`src/rtl/rt16_pkg.sv`:
```
package rt16_pkg;

   typedef struct packed {
      logic of_flag;
      logic ex_flag;
      logic rx_sel;
      logic tx_sel;
      logic ext_en;
      logic run;
      logic ext_cnt;
      logic cap_mode;
   } rt16_ctrl_t;

   typedef enum logic [1:0] {
      RT_OFF     = 2'd0,
      RT_RELOAD  = 2'd1,
      RT_CAPTURE = 2'd2,
      RT_BAUD    = 2'd3
   } rt16_mode_e;

   localparam logic [1:0] SEL_CTRL   = 2'd0;
   localparam logic [1:0] SEL_OPT    = 2'd1;
   localparam logic [1:0] SEL_COUNT  = 2'd2;
   localparam logic [1:0] SEL_RELOAD = 2'd3;

endpackage

```
`src/rtl/rt16_fall.sv`:
```
module rt16_fall #(
   parameter int N = 2
) (
   input  logic         clk,
   input  logic         rst_n,
   input  logic         smp_en,
   input  logic [N-1:0] pin,
   output logic [N-1:0] fall
);

   generate
      for (genvar g = 0; g < N; g++) begin : g_pin
         logic smp_q;
         always_ff @(posedge clk) begin
            if (!rst_n)      smp_q <= 1'b0;
            else if (smp_en) smp_q <= pin[g];
         end
         // edge seen when previous sample high and this sample low
         assign fall[g] = smp_en & smp_q & ~pin[g];
      end
   endgenerate

endmodule

```
`src/rtl/rt16_ctl.sv`:
```
module rt16_ctl
   import rt16_pkg::*;
(
   input  rt16_ctrl_t ctrl,
   input  logic       dcen,
   input  logic       mc_tick,
   input  logic       st_tick,
   input  logic       cnt_fall,
   input  logic       trg_fall,
   input  logic       trg_pin,
   output rt16_mode_e mode,
   output logic       baud,
   output logic       updown,
   output logic       inc,
   output logic       count_up,
   output logic       wrap_zero,
   output logic       ext_reload,
   output logic       ext_capture
);

   logic tick_src;
   logic ext_ev;

   always_comb begin
      if (!ctrl.run)                        mode = RT_OFF;
      else if (ctrl.rx_sel || ctrl.tx_sel)  mode = RT_BAUD;
      else if (ctrl.cap_mode)               mode = RT_CAPTURE;
      else                                  mode = RT_RELOAD;
   end

   assign baud      = ctrl.rx_sel | ctrl.tx_sel;
   assign updown    = dcen && (mode == RT_RELOAD);
   assign tick_src  = (mode == RT_BAUD) ? st_tick : mc_tick;
   assign inc       = (mode != RT_OFF) && (ctrl.ext_cnt ? cnt_fall : tick_src);
   assign count_up  = !updown || trg_pin;
   assign wrap_zero = (mode == RT_CAPTURE);

   assign ext_ev      = ctrl.ext_en && trg_fall && !updown &&
                        ((mode == RT_RELOAD) || (mode == RT_CAPTURE));
   assign ext_reload  = ext_ev && (mode == RT_RELOAD);
   assign ext_capture = ext_ev && (mode == RT_CAPTURE);

endmodule

```
`src/rtl/rt16_cnt.sv`:
```
module rt16_cnt #(
   parameter int CW = 16
) (
   input  logic          clk,
   input  logic          rst_n,
   input  logic          wr_count,
   input  logic          wr_reload,
   input  logic [CW-1:0] wd,
   input  logic          inc,
   input  logic          count_up,
   input  logic          wrap_zero,
   input  logic          ext_reload,
   input  logic          ext_capture,
   output logic [CW-1:0] count,
   output logic [CW-1:0] reload,
   output logic          wrap
);

   localparam logic [CW-1:0] ALL_ONES = {CW{1'b1}};

   logic [CW-1:0] nxt;

   always_comb begin
      nxt  = count;
      wrap = 1'b0;
      if (inc) begin
         if (count_up) begin
            if (count == ALL_ONES) begin
               wrap = 1'b1;
               nxt  = wrap_zero ? '0 : reload;
            end else begin
               nxt = count + 1'b1;
            end
         end else begin
            if (count == reload) begin
               wrap = 1'b1;
               nxt  = ALL_ONES;
            end else begin
               nxt = count - 1'b1;
            end
         end
      end
   end

   always_ff @(posedge clk) begin
      if (!rst_n)          count <= '0;
      else if (wr_count)   count <= wd;
      else if (ext_reload) count <= reload;
      else                 count <= nxt;
   end

   always_ff @(posedge clk) begin
      if (!rst_n)           reload <= '0;
      else if (wr_reload)   reload <= wd;
      else if (ext_capture) reload <= count;
   end

endmodule

```
`src/rtl/reload_timer16.sv`:
```
module reload_timer16
   import rt16_pkg::*;
#(
   parameter int CNT_W = 16
) (
   input  logic             clk,
   input  logic             rst_n,
   input  logic             mc_tick,
   input  logic             st_tick,
   input  logic             cnt_pin,
   input  logic             trg_pin,
   input  logic             wr_en,
   input  logic [1:0]       wr_sel,
   input  logic [CNT_W-1:0] wr_data,
   output logic [7:0]       ctrl_o,
   output logic             dcen_o,
   output logic [CNT_W-1:0] count_o,
   output logic [CNT_W-1:0] reload_o,
   output logic             irq_o,
   output logic             tx_baud_o,
   output logic             rx_baud_o
);

   generate
      if (CNT_W < 8 || CNT_W > 32) begin : g_bad_width
         $error("reload_timer16: CNT_W must lie in 8..32");
      end
   endgenerate

   rt16_ctrl_t ctrl_q;
   logic       dcen_q;
   logic       tx_q, rx_q;
   logic [1:0] falls;
   rt16_mode_e mode;
   logic       baud, updown, inc, count_up, wrap_zero;
   logic       ext_reload, ext_capture, wrap;

   rt16_fall #(.N(2)) u_fall (
      .clk    (clk),
      .rst_n  (rst_n),
      .smp_en (mc_tick),
      .pin    ({trg_pin, cnt_pin}),
      .fall   (falls)
   );

   rt16_ctl u_ctl (
      .ctrl        (ctrl_q),
      .dcen        (dcen_q),
      .mc_tick     (mc_tick),
      .st_tick     (st_tick),
      .cnt_fall    (falls[0]),
      .trg_fall    (falls[1]),
      .trg_pin     (trg_pin),
      .mode        (mode),
      .baud        (baud),
      .updown      (updown),
      .inc         (inc),
      .count_up    (count_up),
      .wrap_zero   (wrap_zero),
      .ext_reload  (ext_reload),
      .ext_capture (ext_capture)
   );

   rt16_cnt #(.CW(CNT_W)) u_cnt (
      .clk         (clk),
      .rst_n       (rst_n),
      .wr_count    (wr_en && wr_sel == SEL_COUNT),
      .wr_reload   (wr_en && wr_sel == SEL_RELOAD),
      .wd          (wr_data),
      .inc         (inc),
      .count_up    (count_up),
      .wrap_zero   (wrap_zero),
      .ext_reload  (ext_reload),
      .ext_capture (ext_capture),
      .count       (count_o),
      .reload      (reload_o),
      .wrap        (wrap)
   );

   always_ff @(posedge clk) begin
      if (!rst_n) begin
         ctrl_q <= '0;
      end else if (wr_en && wr_sel == SEL_CTRL) begin
         ctrl_q <= rt16_ctrl_t'(wr_data[7:0]);
      end else begin
         if (wrap && !baud) ctrl_q.of_flag <= 1'b1;
         if (ext_reload || ext_capture) ctrl_q.ex_flag <= 1'b1;
         else if (wrap && updown)       ctrl_q.ex_flag <= ~ctrl_q.ex_flag;
      end
   end

   always_ff @(posedge clk) begin
      if (!rst_n)                           dcen_q <= 1'b0;
      else if (wr_en && wr_sel == SEL_OPT)  dcen_q <= wr_data[0];
   end

   always_ff @(posedge clk) begin
      if (!rst_n) begin
         tx_q <= 1'b0;
         rx_q <= 1'b0;
      end else begin
         tx_q <= wrap && (mode == RT_BAUD) && ctrl_q.tx_sel;
         rx_q <= wrap && (mode == RT_BAUD) && ctrl_q.rx_sel;
      end
   end

   assign ctrl_o    = ctrl_q;
   assign dcen_o    = dcen_q;
   assign irq_o     = ctrl_q.of_flag | (ctrl_q.ex_flag & ~updown);
   assign tx_baud_o = tx_q;
   assign rx_baud_o = rx_q;

endmodule

```
`config.mk`:
```
export PLATFORM = sky130hd
export DESIGN_NAME = reload_timer16
export DESIGN_NICKNAME = d
export VERILOG_FILES = /design/src/rtl/rt16_pkg.sv /design/src/rtl/rt16_fall.sv /design/src/rtl/rt16_ctl.sv /design/src/rtl/rt16_cnt.sv /design/src/rtl/reload_timer16.sv
export SDC_FILE = /design/constraint.sdc
export NUM_CORES = 1
export LEC_CHECK = 0
export CELL_PAD_IN_SITES_DETAIL_PLACEMENT = 1
export CELL_PAD_IN_SITES_GLOBAL_PLACEMENT = 2
export CORE_ASPECT_RATIO = 1.4
export CORE_MARGIN = 4
export CORE_UTILIZATION = 31
export DETAILED_ROUTE_END_ITERATION = 6
export HOLD_SLACK_MARGIN = 0.06
export PLACE_DENSITY_LB_ADDON = 0.1
export SYNTH_ARGS = -nofsm -noshare
export SYNTH_HDL_FRONTEND = slang
export SYNTH_HIERARCHICAL = 1
export SYNTH_SLANG_ARGS = --single-unit
```
`constraint.sdc`:
```
create_clock -name clk -period 3 [get_ports clk]
set_input_delay 0.9 -clock clk [delete_from_list [all_inputs] [get_ports clk]]
set_output_delay 0.9 -clock clk [all_outputs]
set_load 0.05 [all_outputs]
```
[Word level (Yosys, flattened, before mapping)]
Cells that the tools add are included.
Word-level totals
  flip-flop bits (word level): 45
  input bits: 25
  output and inout bits: 44
  logic and storage cells: 86
Cells by class
  add/subtract/negate cells: 2
  equal/unequal tests: 8
  multiplexer cells: 22
  bitwise gates (word level): 11
  reduce and logical (&&, ||, !) cells: 28
Operators by type and width (number)
  $mux W16: 9
  $add A16 B1 Y16 const B: 1
  $eq A16 B16 Y1: 1
  $eq A16 B16 Y1 const B: 1
  $logic_and A1 B1 Y1: 16
  $sub A16 B1 Y16 const B: 1
  $mux W1: 9
  $eq A2 B2 Y1 const B: 4
  $mux W2: 4
  $reduce_bool A2 Y1: 3
  $reduce_bool A3 Y1: 2
  $and A1 B1 Y1: 5
  $eq A2 B1 Y1 const B: 2
  $logic_or A1 B1 Y1: 4
  $not A1 Y1: 4
  $logic_not A1 Y1: 2
  $logic_not A2 Y1: 1
  $or A1 B1 Y1: 2

[Logic depth before layout (Yosys ltp)]
  depth in word-level cells: 13
  gate-level depth with buffers: 13
  gate-level depth less buffers: 11

[Cells and area by module]
Netlist, hierarchy kept.
By module, submodules not included
  rt16_cnt: times used 1, cells each 382, area an instance 2980.4 µm², seq. area each 640.6 µm²
  reload_timer16: times used 1, cells each 54, area an instance 475.5 µm², seq. area each 220.2 µm²
  rt16_ctl: times used 1, cells each 20, area an instance 156.4 µm², seq. area each 0.0 µm²
  rt16_fall: times used 1, cells each 9, area an instance 90.1 µm², seq. area each 40.0 µm²

[Least setup slack after synthesis]
OpenSTA, ideal clock, no wires.
  kind: reg-to-reg
  start: reg ctrl_q (netlist bit ctrl_o[4])
  end: reg u_cnt.count[10]
  setup time: 75 ps
  data arrival time: 2870 ps
  data required time: 2925 ps
  path slack: 55 ps
  cell stages (with the launch flop): 12
  buffers on the path: 2
  clock period less this slack: 2945 ps
  cells stage by stage: dfxtp_1 or2_1 buf_6 o21a_1 ha_1 mux2i_1 a211oi_1 clkbuf_1 nand2_1 nor3b_1 o21ai_0 o22ai_1
Between the ends
  elaborated cells between the ends (all ways): 24
  those cells by class: eq/ne (3); mux (10); reduce/logical (11)
RTL lines
  start: declaration: RTL line reload_timer16.sv:30  | rt16_ctrl_t ctrl_q;
  start signal: assignment: RTL line reload_timer16.sv:84  | ctrl_q <= rt16_ctrl_t'(wr_data[7:0]);
  $logic_or A1 B1 Y1 *: RTL line rt16_ctl.sv:26  | else if (ctrl.rx_sel || ctrl.tx_sel) mode = RT_BAUD;
  $mux W2 *: RTL line rt16_ctl.sv:26
  $mux W2 *: RTL line rt16_ctl.sv:25  | if (!ctrl.run) mode = RT_OFF;
  net mode[0]: RTL line reload_timer16.sv:34  | rt16_mode_e mode;
  $eq A2 B2 Y1: RTL line rt16_ctl.sv:33  | assign tick_src = (mode == RT_BAUD) ? st_tick : mc_tick;
  $mux W1: RTL line rt16_ctl.sv:33
  $mux W1: RTL line rt16_ctl.sv:34  | assign inc = (mode != RT_OFF) && (ctrl.ext_cnt ? cnt_fall : tick_src);
  $logic_and A1 B1 Y1 *: RTL line rt16_ctl.sv:34
  net inc: RTL line reload_timer16.sv:35  | logic baud, updown, inc, count_up, wrap_zero;
  $reduce_bool A3 Y1 (no source line) *
  end signal: assignment: RTL line rt16_cnt.sv:47  | else if (wr_count) count <= wd;
  end signal: assignment: RTL line rt16_cnt.sv:48  | else if (ext_reload) count <= reload;
  end signal: assignment: RTL line rt16_cnt.sv:49  | else count <= nxt;
  end: declaration: RTL line rt16_cnt.sv:14  | output logic [CW-1:0] count,
The timed path passes the listed nets; every way through them passes the cells marked *. The select of a mux whose other input is x is not followed.
A chain may end at the register's enable or synchronous reset.

[Worst setup path after layout]
  start: reg ctrl_q (netlist bit ctrl_o[4])
  end: out irq_o
Between the ends
  cells in the longest elaborated chain, start to end: 8
Ends and longest elaborated chain
  $logic_or A1 B1 Y1: RTL line rt16_ctl.sv:26
  $mux W2: RTL line rt16_ctl.sv:26
  $mux W2: RTL line rt16_ctl.sv:25
  $eq A2 B1 Y1: RTL line rt16_ctl.sv:32  | assign updown = dcen && (mode == RT_RELOAD);
  $logic_and A1 B1 Y1: RTL line rt16_ctl.sv:32
  net updown: RTL line reload_timer16.sv:35
  $not A1 Y1: RTL line reload_timer16.sv:109  | assign irq_o = ctrl_q.of_flag | (ctrl_q.ex_flag & ~updown);
  $and A1 B1 Y1: RTL line reload_timer16.sv:109
  $or A1 B1 Y1: RTL line reload_timer16.sv:109
  end: declaration: RTL line reload_timer16.sv:19  | output logic irq_o,
The timed path passes the listed nets, and every way through them passes these cells.

==> metrics.cfg <==
[critical_path]
reg2reg_depth=9
r2r_slack_ns=0.29
cp-start-kind=flip-flop
crit_path_max_fanout=5
crit_type=flip-flop to primary output
r2r_end=u_cnt/count[12]$_SDFFE_PN0P_
crit_required_ns=2.10
r2r-start=ctrl_o[4]$_SDFFE_PN0P_
cp-endpoint=irq_o
endpoint_kind=primary output
startpoint=ctrl_o[4]$_SDFFE_PN0P_
critPathArrivalTime_ns=2.00

[final_layout]
register_area_um2=901
multi_input_area_um2=2520
layout_common_cells=clkdlybuf4s50_1 (67), nand2_1 (56), dfxtp_1 (45), buf_4 (45), o21ai_0 (33)
diodes=0
drive_above_1_share_pct=15.3
nNetsFinal=579
syn_to_final_growth_pct=33.6
n_fill_cell=1430
mostFrequentLayoutCell=clkdlybuf4s50_1
finalInstanceArea_um2=4950

[timing]
hold_violations=0
setup_viol=0
fmax_mhz=345
post-route-min-period_ns=2.90
rsz0062_at_grt=false
maxSlewHeadroom_pct=65.1
drv_slew=0
setup-tns-final_ns=0
tightestPinTransition_ns=0.523
worst_slack_ns=0.104
fin_skew_ns=0.00672
period_share_pct=96.5

[routing]
via_count=3838
drc=0
via_per_inst=5.51
drt-initial-drc-count=142
ant_nets=0
drt_wl_total_mm=14.5
drt_first_pass_iters=5
wire_per_inst_um=20.9

[grt]
grt_pass1_vias=3938
antenna_found_initial=0
grt_usage_pct=21.2
overflow=0
grt_max_degree=48
grt_pass1_wl_mm=22.4

[die]
die-area_um2=13800
rows=47
die_w_um=100
die_h_um=137
core_um2=11800
io_pins=69
initial_core_util_pct=31.5

[synthesis]
syn_area_um2=3700
ys_warn_count=6
seq_area_frac_synth_pct=24.3
synth_edf_count=0
synth.area.top_cells=dfxtp_1 (24%), xnor2_1 (6.9%), mux2i_1 (5.7%)
syn_nets=496
synth.top_cell.area_share_pct=24.3
synth-main-ff-cell=dfxtp_1
syn_area_per_cell_um2=7.96
syn_inst=465
ys_ff_latch=45
synth_top_cell_by_area=dfxtp_1
yosysUniqueCellTypes=68
synthArstFlopShare_pct=0

[clocking]
cts_setup_buffers=0
clkSinkCount=45
cts-htree-levels=2
clk_pin_slew_ns=0.07
cts_tree=done
numCtsBuffers=5
root_buffer=clkbuf_16
clk_latency_ns=0.29
cts_buffer_depth=2

[run_status]
outcome=finished, final reports clean

[place]
pre_cts_slack_ns=-0.154
place_hpwl_mm=10.8
place_congestion=0.897
post_dp_cell_area_um2=4750
port_buffers=68

[run]
drv_cap=0

[pwr]
powerDensity_nw_per_um2=389
p_clk_share_pct=38.4
pwr-share-seq_pct=33.9
switching_power_w=0.000606
pwr-share-comb_pct=27.7
intPower_w=0.00132
power.total_w=0.00193
power.leakage_nw=1.75
p_sw_share_pct=31.5
vdd_drop_max_mv=0.219

[hold_path]
hold_class=flip-flop to flip-flop

## power by group through the flow
stage	combinational (W)	sequential, W	clock, W
4_1_cts	0.000534	0.000654	0.000761
3_3_place_gp	0.000522	0.000667	0
3_5_place_dp	0.000530	0.000668	0
5_1_grt	0.000569	0.000659	0.000784
2_1_floorplan	0.000268	0.000730	0
6_report	0.000533	0.000654	0.000739
## worst max-delay path, cell delays in order (launching register included)
cell     delay [ns]
dfxtp_1        0.33
or2_1          0.32
o21ai_2        0.18
ha_1           0.20
and2_1         0.23
inv_1          0.07
a21o_1         0.21
buf_12         0.15
## cell usage after synthesis (4+ instances only)
library cell,n
and2_1,17
nor2_1,17
clkbuf_1,18
a21oi_1,12
a32o_1,4
o211ai_1,4
buf_2,10
nor2b_1,7
a211oi_1,5
a22oi_1,4
xor2_1,8
dfxtp_1,45
a31oi_1,4
o21ai_1,4
mux2i_1,21
nor3b_1,6
nand3b_1,5
nand4_1,9
inv_1,18
nand3_1,11
o221ai_1,5
xnor2_1,29
buf_6,9
nor3_1,15
o21ai_0,33
a21boi_1,6
ha_1,6
nand2_1,56
nor4_1,10
## through the flow
step	std cells	utilization, %	hold slack (ns)
2_1_floorplan	465	-	0.475
3_3_place_gp	688	40.4	0.437
3_5_place_dp	688	40.4	0.464
4_1_cts	696	42.0	0.475
5_1_grt	696	42.1	0.498
6_report	696	42.1	0.467
## what timing repair did
action / 4_1_cts / 5_1_grt
resized for setup: 0 / 1
hold buffers: 0 / 0
setup endpoints to repair: 0 / 1
## layer usage
metal | track usage [%] | vias up | part of all wire [%]
met5 | 0 | - | 0
met4 | 8.54 | 0 | 2.9
met3 | 2.43 | 29 | 3.7
met2 | 39.7 | 94 | 54
met1 | 24.1 | 1876 | 40
li1 | - | 1839 | -
## kinds of logic after synthesis
group	synth area share (%)
AND/OR/NAND/NOR	29.2
AO/OA/AOI/OAI	20.5
buffers and inverters	8.25
XOR/XNOR	10.1
adder cells (fa/ha/maj)	2.03
multiplexers	5.68
flip-flops	24.3
## registers in the layout, summed over array words and instances, names as in the netlist
name / count
ctrl_o: 8
u_cnt/count: 16
u_cnt/reload: 16
rx_baud_o: 1
tx_baud_o: 1
u_fall/g_pin.smp_q: 2
dcen_o: 1
## layout make-up
cell class	count	share of cell area [%]
multi-input combinational	362	50.9
timing repair buffer	116	22.0
clock buffer	5	2.53
inverter	18	1.37
tap	147	3.72
sequential	45	18.2
clock inverter	3	1.32
## worst min-delay path by stage
stage,from,end,depth (start not counted)
6_report,ctrl_o[5]$_SDFFE_PN0P_,rx_baud_o$_SDFF_PN0_,2
5_1_grt,ctrl_o[4]$_SDFFE_PN0P_,tx_baud_o$_SDFF_PN0_,2
4_1_cts,ctrl_o[4]$_SDFFE_PN0P_,tx_baud_o$_SDFF_PN0_,2
3_5_place_dp,ctrl_o[5]$_SDFFE_PN0P_,rx_baud_o$_SDFF_PN0_,2
3_3_place_gp,ctrl_o[4]$_SDFFE_PN0P_,tx_baud_o$_SDFF_PN0_,2
2_1_floorplan,u_fall/g_pin[1].smp_q$_SDFFE_PN0P_,u_fall/g_pin[1].smp_q$_SDFFE_PN0P_,2
Power figures use the tool's default switching activity.
